==> src/rtl/smseq_pkg.sv <==
package smseq_pkg;

    typedef enum logic [1:0] {
        MODE_AUTO   = 2'd0,
        MODE_DIRECT = 2'd1,
        MODE_LOWPWR = 2'd2,
        MODE_RSVD   = 2'd3
    } mode_e;

    typedef enum logic [2:0] {
        ST_IDLE,
        ST_SETTLE,
        ST_TRIG,
        ST_WAIT,
        ST_HOLD,
        ST_PERIOD,
        ST_LOCK
    } state_e;

    typedef struct packed {
        state_e st;
    } fsm_t;

    localparam logic [3:0] ADDR_CTRL   = 4'd0;
    localparam logic [3:0] ADDR_SEL    = 4'd1;
    localparam logic [3:0] ADDR_STAT   = 4'd2;
    localparam logic [3:0] ADDR_RESLO  = 4'd3;
    localparam logic [3:0] ADDR_RESHI  = 4'd4;
    localparam logic [3:0] ADDR_SETTLE = 4'd5;
    localparam logic [3:0] ADDR_LOCK   = 4'd6;
    localparam logic [3:0] ADDR_PERIOD = 4'd7;
    localparam logic [3:0] ADDR_TRIG   = 4'd8;

    localparam int CTRL_IRQEN_BIT = 0;
    localparam int CTRL_EN_BIT    = 4;
    localparam int CTRL_FLAG_BIT  = 7;

endpackage

==> src/rtl/smseq_counter.sv <==
module smseq_counter #(
    parameter int CNT_W = 8
) (
    input  logic             clk,
    input  logic             rst_n,
    input  logic             load,
    input  logic [CNT_W-1:0] load_val,
    input  logic             dec,
    output logic             zero
);

    logic [CNT_W-1:0] cnt_d, cnt_q;

    always_comb begin
        cnt_d = cnt_q;
        if (load) begin
            cnt_d = load_val;
        end else if (dec && (cnt_q != '0)) begin
            cnt_d = cnt_q - 1'b1;
        end
    end

    always_ff @(posedge clk or negedge rst_n) begin
        if (!rst_n) cnt_q <= '0;
        else        cnt_q <= cnt_d;
    end

    assign zero = (cnt_q == '0);

    // the timer must saturate at zero, never wrap into a long wait
    assert_no_wrap_R3: assert property (@(posedge clk) disable iff (!rst_n)
        (dec && !load && (cnt_q == '0)) |=> (cnt_q == '0));

endmodule

==> src/rtl/smseq_fsm.sv <==
module smseq_fsm
    import smseq_pkg::*;
#(
    parameter int CNT_W = 8
) (
    input  logic             clk,
    input  logic             rst_n,
    input  logic             en,
    input  mode_e            mode,
    input  logic             trig_req,
    input  logic             adc_done,
    input  logic [CNT_W-1:0] settle_cnt,
    input  logic [CNT_W-1:0] lock_cnt,
    input  logic [CNT_W-1:0] period_cnt,
    output logic             powered,
    output logic             adc_trig,
    output logic             capture,
    output logic             auto_clear,
    output logic             idle
);

    fsm_t             cur_q, nxt_d;
    logic             t_load, t_dec, t_zero;
    logic [CNT_W-1:0] t_val;

    smseq_counter #(.CNT_W(CNT_W)) u_timer (
        .clk      (clk),
        .rst_n    (rst_n),
        .load     (t_load),
        .load_val (t_val),
        .dec      (t_dec),
        .zero     (t_zero)
    );

    always_comb begin
        nxt_d      = cur_q;
        t_load     = 1'b0;
        t_val      = '0;
        t_dec      = 1'b0;
        capture    = 1'b0;
        auto_clear = 1'b0;
        unique case (cur_q.st)
            ST_IDLE: begin
                if (en) begin
                    nxt_d.st = ST_SETTLE;
                    t_load   = 1'b1;
                    t_val    = settle_cnt;
                end
            end
            ST_SETTLE: begin
                if (!en) begin
                    nxt_d.st = ST_LOCK;
                    t_load   = 1'b1;
                    t_val    = lock_cnt;
                end else if (t_zero) begin
                    nxt_d.st = (mode == MODE_DIRECT) ? ST_HOLD : ST_TRIG;
                end else begin
                    t_dec = 1'b1;
                end
            end
            ST_TRIG: begin
                if (!en) begin
                    nxt_d.st = ST_LOCK;
                    t_load   = 1'b1;
                    t_val    = lock_cnt;
                end else begin
                    nxt_d.st = ST_WAIT;
                end
            end
            ST_WAIT: begin
                if (!en) begin
                    nxt_d.st = ST_LOCK;
                    t_load   = 1'b1;
                    t_val    = lock_cnt;
                end else if (adc_done) begin
                    capture = 1'b1;
                    if (mode == MODE_DIRECT) begin
                        nxt_d.st = ST_HOLD;
                    end else if (mode == MODE_LOWPWR) begin
                        nxt_d.st = ST_PERIOD;
                        t_load   = 1'b1;
                        t_val    = period_cnt;
                    end else begin
                        nxt_d.st   = ST_LOCK;
                        t_load     = 1'b1;
                        t_val      = lock_cnt;
                        auto_clear = 1'b1;
                    end
                end
            end
            ST_HOLD: begin
                if (!en) begin
                    nxt_d.st = ST_LOCK;
                    t_load   = 1'b1;
                    t_val    = lock_cnt;
                end else if (trig_req) begin
                    nxt_d.st = ST_TRIG;
                end
            end
            ST_PERIOD: begin
                if (!en) begin
                    nxt_d.st = ST_LOCK;
                    t_load   = 1'b1;
                    t_val    = lock_cnt;
                end else if (t_zero) begin
                    nxt_d.st = ST_TRIG;
                end else begin
                    t_dec = 1'b1;
                end
            end
            ST_LOCK: begin
                if (t_zero) nxt_d.st = ST_IDLE;
                else        t_dec    = 1'b1;
            end
            default: nxt_d.st = ST_IDLE;
        endcase
    end

    always_ff @(posedge clk or negedge rst_n) begin
        if (!rst_n) cur_q.st <= ST_IDLE;
        else        cur_q    <= nxt_d;
    end

    assign powered  = (cur_q.st == ST_SETTLE) || (cur_q.st == ST_TRIG) ||
                      (cur_q.st == ST_WAIT)   || (cur_q.st == ST_HOLD) ||
                      (cur_q.st == ST_PERIOD);
    assign adc_trig = (cur_q.st == ST_TRIG);
    assign idle     = (cur_q.st == ST_IDLE);

    // the register file must never hold the enable bit during the lockout
    assert_lock_no_enable_R6: assert property (@(posedge clk) disable iff (!rst_n)
        (cur_q.st == ST_LOCK) |-> !en);

    // a trigger lasts one clock
    assert_trig_single_R3: assert property (@(posedge clk) disable iff (!rst_n)
        adc_trig |=> !adc_trig);

    // a trigger is always followed by waiting for the result (or an abort)
    assert_trig_then_wait_R4: assert property (@(posedge clk) disable iff (!rst_n)
        adc_trig |=> ((cur_q.st == ST_WAIT) || (cur_q.st == ST_LOCK)));

endmodule

==> src/rtl/smseq_top.sv <==
module smseq_top
    import smseq_pkg::*;
#(
    parameter int NXDCR = 2,
    parameter int NADC  = 4,
    parameter int RES_W = 10
) (
    input  logic                    clk,
    input  logic                    rst_n,
    input  logic                    bus_wr,
    input  logic                    bus_rd,
    input  logic [3:0]              bus_addr,
    input  logic [7:0]              bus_wdata,
    output logic [7:0]              bus_rdata,
    output logic [NXDCR-1:0]        xdcr_pwr,
    output logic [((NADC > 1) ? $clog2(NADC) : 1)-1:0] adc_chan,
    output logic                    adc_trig,
    input  logic                    adc_done,
    input  logic [RES_W-1:0]        adc_result,
    output logic                    irq
);

    localparam int DW   = 8;
    localparam int AS_W = (NADC > 1) ? $clog2(NADC) : 1;
    localparam int XS_W = (NXDCR > 1) ? $clog2(NXDCR) : 1;
    localparam int HI_W = RES_W - DW;

    typedef struct packed {
        logic             irq_en;
        mode_e            mode;
        logic             en;
        logic             done;
        logic [AS_W-1:0]  adc_sel;
        logic [XS_W-1:0]  xs_sel;
        logic [RES_W-1:0] result;
        logic [DW-1:0]    settle;
        logic [DW-1:0]    lock;
        logic [DW-1:0]    period;
    } regs_t;

    regs_t r_d, r_q;
    logic  powered, capture, auto_clear, idle, trig_req, cfg_open, rd_lo;

    smseq_fsm #(.CNT_W(DW)) u_fsm (
        .clk        (clk),
        .rst_n      (rst_n),
        .en         (r_q.en),
        .mode       (r_q.mode),
        .trig_req   (trig_req),
        .adc_done   (adc_done),
        .settle_cnt (r_q.settle),
        .lock_cnt   (r_q.lock),
        .period_cnt (r_q.period),
        .powered    (powered),
        .adc_trig   (adc_trig),
        .capture    (capture),
        .auto_clear (auto_clear),
        .idle       (idle)
    );

    assign trig_req = bus_wr && (bus_addr == ADDR_TRIG);
    assign rd_lo    = bus_rd && (bus_addr == ADDR_RESLO);
    assign cfg_open = idle && !r_q.en;

    always_comb begin
        r_d = r_q;
        if (bus_wr) begin
            unique case (bus_addr)
                ADDR_CTRL: begin
                    r_d.irq_en = bus_wdata[CTRL_IRQEN_BIT];
                    if (cfg_open) r_d.mode = mode_e'(bus_wdata[2:1]);
                    if (!bus_wdata[CTRL_EN_BIT]) r_d.en = 1'b0;
                    else if (cfg_open)           r_d.en = 1'b1;
                end
                ADDR_SEL: begin
                    if (cfg_open) begin
                        r_d.adc_sel = bus_wdata[AS_W-1:0];
                        r_d.xs_sel  = bus_wdata[AS_W +: XS_W];
                    end
                end
                ADDR_SETTLE: r_d.settle = bus_wdata;
                ADDR_LOCK:   r_d.lock   = bus_wdata;
                ADDR_PERIOD: r_d.period = bus_wdata;
                default: ;
            endcase
        end
        if (auto_clear) r_d.en = 1'b0;
        if (rd_lo)      r_d.done = 1'b0;
        if (capture) begin
            r_d.done   = 1'b1;
            r_d.result = adc_result;
        end
    end

    always_ff @(posedge clk or negedge rst_n) begin
        if (!rst_n) r_q <= '0;
        else        r_q <= r_d;
    end

    always_comb begin
        unique case (bus_addr)
            ADDR_CTRL:   bus_rdata = {(r_q.done && (r_q.mode != MODE_AUTO)), 2'b00,
                                      r_q.en, 1'b0, r_q.mode, r_q.irq_en};
            ADDR_SEL:    bus_rdata = DW'({r_q.xs_sel, r_q.adc_sel});
            ADDR_STAT:   bus_rdata = DW'(r_q.done);
            ADDR_RESLO:  bus_rdata = r_q.result[DW-1:0];
            ADDR_RESHI:  bus_rdata = DW'(r_q.result[DW +: HI_W]);
            ADDR_SETTLE: bus_rdata = r_q.settle;
            ADDR_LOCK:   bus_rdata = r_q.lock;
            ADDR_PERIOD: bus_rdata = r_q.period;
            default:     bus_rdata = '0;
        endcase
    end

    for (genvar g = 0; g < NXDCR; g++) begin : g_pwr
        assign xdcr_pwr[g] = powered && (r_q.xs_sel == XS_W'(g));
    end

    assign adc_chan = r_q.adc_sel;
    assign irq      = r_q.done && r_q.irq_en;

    // power is gone no later than two clocks after the enable bit falls
    assert_pwr_off_after_clear_R10: assert property (@(posedge clk) disable iff (!rst_n)
        $fell(r_q.en) |=> ##1 (xdcr_pwr == '0));

    // a low-byte read with no new capture leaves the flag clear
    assert_done_cleared_R5: assert property (@(posedge clk) disable iff (!rst_n)
        (rd_lo && !capture) |=> !r_q.done);

    // never more than one transducer powered
    assert_pwr_onehot_R2: assert property (@(posedge clk) disable iff (!rst_n)
        $onehot0(xdcr_pwr));

endmodule

==> config.mk <==
export PLATFORM = sky130hd
export DESIGN_NAME = smseq_top
export DESIGN_NICKNAME = d
export VERILOG_FILES = /design/src/rtl/smseq_pkg.sv /design/src/rtl/smseq_counter.sv /design/src/rtl/smseq_fsm.sv /design/src/rtl/smseq_top.sv
export SDC_FILE = /design/constraint.sdc
export NUM_CORES = 1
export LEC_CHECK = 0
export BUFFER_PORTS_ARGS = -buffer_cell sky130_fd_sc_hd__buf_2
export CAP_MARGIN = 15
export CORE_ASPECT_RATIO = 1.5
export CORE_MARGIN = 2
export CORE_UTILIZATION = 50
export CTS_BUF_LIST = sky130_fd_sc_hd__clkbuf_2
export CTS_CLUSTER_SIZE = 14
export DETAILED_ROUTE_END_ITERATION = 7
export PLACE_DENSITY = 0.8
export RECOVER_POWER = 50
export SETUP_SLACK_MARGIN = 0.4
export SLEW_MARGIN = 25
export SYNTH_ARGS = -nofsm -noshare
export SYNTH_HDL_FRONTEND = slang
export SYNTH_SLANG_ARGS = --single-unit
==> constraint.sdc <==
create_clock -name clk -period 2.3 [get_ports clk]
set_input_delay 0.23 -clock clk [delete_from_list [all_inputs] [get_ports clk]]
set_output_delay 0.23 -clock clk [all_outputs]
set_load 0.02 [all_outputs]
# Yosys cells after proc, flatten, opt, wreduce, memory -nomap -nowiden
# Index checks and enable logic that the tools add are counted.
word_totals:
  ff_bits: 53
  input_bits: 27
  output_inout_bits: 14
  wordCells: 118
op_classes:
  add_sub_neg: 1
  eq_ne: 23
  muxes: 49
  bitwise: 1
  n_reduce_logical: 32
ops:
  columns: ["cell", "n"]
  rows:
  - ["$mux 8", 8]
  - ["$pmux 8 s8", 1]
  - ["$mux 3", 13]
  - ["$pmux 8 s3", 1]
  - ["$mux 1", 22]
  - ["$pmux 3 s7", 1]
  - ["$eq 4x3->1 const B", 4]
  - ["$reduce_bool 2->1", 5]
  - ["$eq 3x3->1 const B", 3]
  - ["$reduce_and 3->1", 3]
  - ["$eq 4x2->1 const B", 2]
  - ["$logic_and 1x1->1", 8]
  - ["$logic_not 8->1", 1]
  - ["$reduce_and 2->1", 4]
  - ["$reduce_bool 8->1", 1]
  - ["$sub 8x1->8 const B", 1]
  - ["$eq 3x2->1 const B", 2]
  - ["$ne 3x2->1 const B", 2]
  - ["$ne 3x3->1 const B", 2]
  - ["$reduce_and 6->1", 1]
  - ["$eq 4x1->1 const B", 1]
  - ["$eq 4x4->1 const B", 1]
  - ["$logic_not 4->1", 1]
  - ["$logic_or 1x1->1", 4]
  - ["other kinds (14)", 14]

# Depth between registers and ports, before layout
logic_depth:
  ltp_word: 8
  mapped_depth: 8
  depth_no_buf: 7

# By module
# A second synthesis with hierarchy kept.
unflattened:
  cells_unflattened: 312
  hier_area_um2: 3308.2
by_module_without_submodules:
  columns: ["module", "instances", "cells_per_inst", "area_per_inst_um2", "seq_area_each_um2"]
  rows:
  - ["smseq_top", 1, 168, 2178.3, 1051.0]
  - ["smseq_fsm", 1, 86, 601.8, 75.1]
  - ["smseq_counter", 1, 58, 528.0, 200.2]

# Least setup slack after synthesis
# No wires, ideal clock.
synth_path:
  path_kind: "flip-flop to flip-flop"
  start: "reg u_fsm.u_timer.cnt_q[0]"
  end: "reg u_fsm.cur_q[1] (netlist name)"
  setup_time_ns: 0.128
  t_arrival_ns: 1.684
  t_required_ns: 2.172
  path_slack_ns: 0.488
  path_stages_with_launch: 7
  path_buffers: 0
  period_less_slack_ns: 1.812
  path_cell_list: "dfrtp_1 inv_1 ha_1 nor3b_2 a22oi_4 a311oi_2 mux2_1"
synth_via:
  elab_chain_cells: 3
  word_cells_on_any_way: 5
  cone_classes: "eq/ne (3); reduce/logical (2)"
synth_rtl:
  columns: ["item", "line_no", "source"]
  rows:
  - ["from (decl)", "smseq_counter.sv:12", "logic [CNT_W-1:0] cnt_d, cnt_q;"]
  - ["from (signal assigned)", "smseq_counter.sv:25", "else cnt_q <= cnt_d;"]
  - ["$logic_not 8->1 *", "smseq_counter.sv:28", "assign zero = (cnt_q == '0);"]
  - ["$ne 3x2->1 (no line) / $ne 2x1->1 (equally long branches)", null, null]
  - ["$reduce_and 6->1 (no line) *", null, null]
  - ["to (signal assigned)", "smseq_fsm.sv:121", "else cur_q <= nxt_d;"]
  - ["to (decl)", "smseq_fsm.sv:22", "fsm_t cur_q, nxt_d;"]
# Mark *: on every way between the ends. The rest lies on a longest branch, timed or not.
# A chain may end at the register's enable or synchronous reset.

# Final worst setup path
layout_path:
  start: "reg r_q[9] (netlist name)"
  end: "out bus_rdata[1]"
layout_via:
  elab_chain_cells: 1
layout_rtl:
  columns: ["item", "line_no", "source"]
  rows:
  - ["from (decl)", "smseq_top.sv:41", "regs_t r_d, r_q;"]
  - ["from (signal assigned)", "smseq_top.sv:97", "else r_q <= r_d;"]
  - ["$pmux 8 s8", "smseq_top.sv:101", "unique case (bus_addr)"]
  - ["to (decl)", "smseq_top.sv:14", "output logic [7:0] bus_rdata,"]
# Every way passes these cells.

==> results.md <==
- At the end of the flow the core is filled with cells to 0.648.
- The ratio of final minimum period to clock period is 0.862.
- For this design the ratio of total power to cell area is 1160 nW/um^2.
- The async set or reset register ratio after synthesis is 1.00.
- In the routed design, unresolved DRC markers number 0.
- Synthesis handed over a netlist of 288 instances.
- In this run, synthesis inferred 0 flip-flops with an integrated enable.
- The hold path startpoint is bus_wdata[3].
- TritonCTS built the clock tree.
- The post-synthesis register bit count is 53.
- The number of sinks driven by the clock tree is 53.
- The first detailed-routing pass ran for 6 iterations.
- During placement, the flow inserted port buffers numbering 40.
- The initial DRC count is 150.
- The required time reported for the critical path endpoint is 2070 ps.
- The sequential cells in the finished layout cover a total of 1330 um^2.
- The final setup violation count is 0.
- The Yosys step of the flow raised 0 warnings.
- The total inserted antenna cells is 0.
- Entering global routing, the biggest net connects 39 pins.
- The die is 69.7 um wide.
- The largest voltage drop on the vdd net is 0.657 mV.
- The most common cell after layout, fill and taps aside is sky130_fd_sc_hd__dfrtp_1.
- The number of CTS-inserted buffers is 5.
- The total design power is 4.69 mW.
- In the final layout, the multi-input gates occupy 1820 um^2.
- The max-slew violation total from the final report is 0.
- The number of failing hold endpoints at the final stage is 0.
- On the critical path, the stage with the largest delay is an instance of sky130_fd_sc_hd__mux4_2.
- For this run, global-route usage on met1 was measured as 0.259.
- After detailed placement, the design holds a cell count of 393.
- In this run the worst hold path is classified as input port to flip-flop.
- The congestion estimate from routability-driven global placement came to 0.908.
- Traced cell by cell, the critical path runs through mux4_2, a21oi_2, o21ai_1, buf_2.
- The top flip-flop cell by instance count after synthesis is sky130_fd_sc_hd__dfrtp_1.
- The starting density of the core is 0.520.
- The post-synthesis area per instance is 11.2 um^2.
- The number of antenna violations at the first check in global routing was 0.
- The number of global-route vias before repair is 2793.
- The maximum net fanout on the critical path is 2.
- The filler cell count is 477.
- The floorplan has 35 rows.
- The tightest hold path in the finished design has a slack of 30.9 ps.
- The global-route wire length before repair is 13600 um.
- For this run, global-route usage on met3 was measured as 0.0283.
- The master cell of the clock root buffer is sky130_fd_sc_hd__clkbuf_2.
- The die outline area is 7140 um^2.
- The depth of the worst register-to-register path is 7.
- The highest cell delay on the worst timing path is 500 ps.
- The cell area after technology mapping is 3230 um^2.
- In this run the remaining antenna-violating nets after routing total 0.
- The maximum count of clock buffers along a single path is 2.
- The final-layout setup total negative slack is 0 ps.
- In the final design database the tool counted 406 nets.
- The share of the yosys chip area belonging to registers is 0.410.
- The insertion delay to the later sink of the worst-skew pair is 450 ps.
- In the final layout, the share of cells above drive strength 1 is 0.448.
- Setup repair after global routing could not meet its margin everywhere.
- The destination of the worst hold path is r_q[19]$_DFFE_PN0P_.
- By startpoint and endpoint, the worst setup path is classified as flip-flop to output port.
- In this run the most used layer during global routing was met2.
- The H-tree was split into 2 levels.
- The setup check on the worst reg-to-reg path leaves a slack of 390 ps.
- The final route contains 2712 vias.
- In the layout the commonest cells are 48 x sky130_fd_sc_hd__dfrtp_1, 37 x sky130_fd_sc_hd__buf_4, 36 x sky130_fd_sc_hd__buf_2.
- The routed via count divided by cell count is 6.04.
- The wire-length estimate of the detail-placed layout is 5750 um.
- The total area inside the core boundary comes to 6220 um^2.
- The element type at the critical path end is an output port.
- The setup clock skew after layout is 23.6 ps.
- The hold-critical path depth is 2.
- In the global route stage, overall resource usage came out at 0.238.
- The total global routing overflow is 0.
- The clock slew seen by the registers of the worst setup and hold paths is 270 ps.
- In this design, the largest share of critical-path delay is due to multiplexers.
- Counting I/O delays and the setup requirement, the final critical path takes 1980 ps.
- The endpoint of the most critical register-to-register path is u_fsm.u_timer.cnt_q[4]$_DFFE_PN0P_.
- For met2 alone, demand over resource in global routing was 0.458.
- 41 I/O pins were placed.
- The distinct cell type count of the synthesized netlist is 69.
- The origin of the critical flop-to-flop path is u_fsm.cur_q[1]$_DFFE_PN0P_.
- Timing would allow up to 505 MHz.
- The net count after synthesis is 320.
- The worst slew margin relative to its limit is 0.357.
- The chip height is 103 um.
- STA classifies the critical path startpoint as a flip-flop.
- Summed over all cells, the static leakage comes to 1.89 nW.
- The flow ran to the end, and the final reports show no timing, DRC or antenna violations.
- Dividing the detail-routed wire length by the instance count gives 18.9 um.
- The data arrival time of the worst path is 1750 ps.
- The worst-margin pin slew is 964 ps.
- The area overhead of the layout relative to synthesis is 24.7%.
- For this block, the routed nets add up to 8470 um of wire.
- Excluding fillers, the count of instances in the completed layout stands at 449.
- The number of max-capacitance violations reported is 0.
- Together, buffers and inverters on the worst path number 1.
-- logic make-up after synthesis --
kind of cell	Yosys count	share of synthesized area
simple gates	86	0.168
compound gates	71	0.188
flops	53	0.410
mux	43	0.161
buf+inv	29	0.0511
fa+ha+maj	5	0.0193
xor+xnor	1	0.00271
-- final cells by class --
| class | instances | area share |
|---|---|---|
| Timing Repair Buffer | 96 | 0.168 |
| Inverter | 12 | 0.0112 |
| Multi-Input combinational cell | 206 | 0.451 |
| Clock inverter | 3 | 0.0109 |
| Sequential cell | 53 | 0.330 |
| Tap cell | 74 | 0.0230 |
| Clock buffer | 5 | 0.00621 |
-- through the flow --
step	area [um^2]	worst slack (ps)
3_5_place_dp	3470	228
4_1_cts	3830	305
3_3_place_gp	3470	329
2_1_floorplan	3230	488
6_report	4030	318
5_1_grt	4030	142
-- where the power goes --
group          switching [mW]  internal, mW  leakage [nW]
registers               0.311          1.22         0.668
logic                    1.29          1.38          1.18
clock network           0.305         0.186        0.0433
total                    1.90          2.78          1.89
-- worst reg2reg max path, cell delays in order (launching register included) --
cell and delay [ps]:
sky130_fd_sc_hd__dfrtp_2 510, sky130_fd_sc_hd__buf_12 150, sky130_fd_sc_hd__buf_4 130, sky130_fd_sc_hd__and4b_1 240, sky130_fd_sc_hd__o41a_4 420, sky130_fd_sc_hd__nor2_8 140, sky130_fd_sc_hd__a21oi_2 40, sky130_fd_sc_hd__o221a_1 230
-- routing by layer --
metal,vias to the layer above,routed length [um]
met2,89,4650
li1,1254,-
met4,0,301
met1,1340,3210
met3,29,304
met5,-,0
-- cell usage after synthesis (3+ instances only) --
library cell,number,area [um^2]
sky130_fd_sc_hd__mux2_4,8,120
sky130_fd_sc_hd__nor2_1,9,33.8
sky130_fd_sc_hd__a22oi_1,12,90.1
sky130_fd_sc_hd__nand2b_1,4,25.0
sky130_fd_sc_hd__nand2_1,25,93.8
sky130_fd_sc_hd__nor2b_1,4,25.0
sky130_fd_sc_hd__a221oi_1,3,26.3
sky130_fd_sc_hd__a22o_1,4,35.0
sky130_fd_sc_hd__nor3_1,5,25.0
sky130_fd_sc_hd__nand3_1,6,30.0
sky130_fd_sc_hd__ha_1,5,62.6
sky130_fd_sc_hd__mux2i_1,4,40.0
sky130_fd_sc_hd__nor3_2,3,30.0
sky130_fd_sc_hd__buf_6,4,45.0
sky130_fd_sc_hd__a222oi_1,6,60.1
sky130_fd_sc_hd__dfrtp_1,53,1330
sky130_fd_sc_hd__buf_4,5,37.5
sky130_fd_sc_hd__nor4_1,3,18.8
sky130_fd_sc_hd__buf_2,5,25.0
sky130_fd_sc_hd__mux2_2,29,327
sky130_fd_sc_hd__a21oi_1,11,55.1
sky130_fd_sc_hd__o21ai_0,10,50.1
sky130_fd_sc_hd__inv_1,12,45.0
-- worst max path at each step --
stage                                       start                    endpoint  depth (start not counted)  slack, ps
6_report                       r_q[9]$_DFFE_PN0P_                bus_rdata[1]                          4        320
5_1_grt                               bus_addr[2]                bus_rdata[2]                          7        140
4_1_cts                       r_q[33]$_DFFE_PN0P_                bus_rdata[1]                          4        310
3_5_place_dp   u_fsm.u_timer.cnt_q[1]$_DFFE_PN0P_  u_fsm.cur_q[1]$_DFFE_PN0P_                          6        230
3_3_place_gp           u_fsm.cur_q[1]$_DFFE_PN0P_  u_fsm.cur_q[1]$_DFFE_PN0P_                          4        330
2_1_floorplan  u_fsm.u_timer.cnt_q[0]$_DFFE_PN0P_  u_fsm.cur_q[1]$_DFFE_PN0P_                          6        490
-- state kept, by name, indices dropped and copies added (netlist names) --
| signal | flops |
|---|---|
| adc_chan | 2 |
| r_q | 40 |
| u_fsm.cur_q | 3 |
| u_fsm.u_timer.cnt_q | 8 |
-- timing repair --
action / in CTS / in global routing
endpoints found under the setup margin: 15 / 19
hold buffers: 10 / 3
pin swaps: 5 / 8
gates cloned: 0 / 0
buffers inserted: 19 / 16
hold endpoints to repair: 45 / 5
gates resized for setup: 11 / 19
Note: power is estimated with default switching activity, not from simulation.
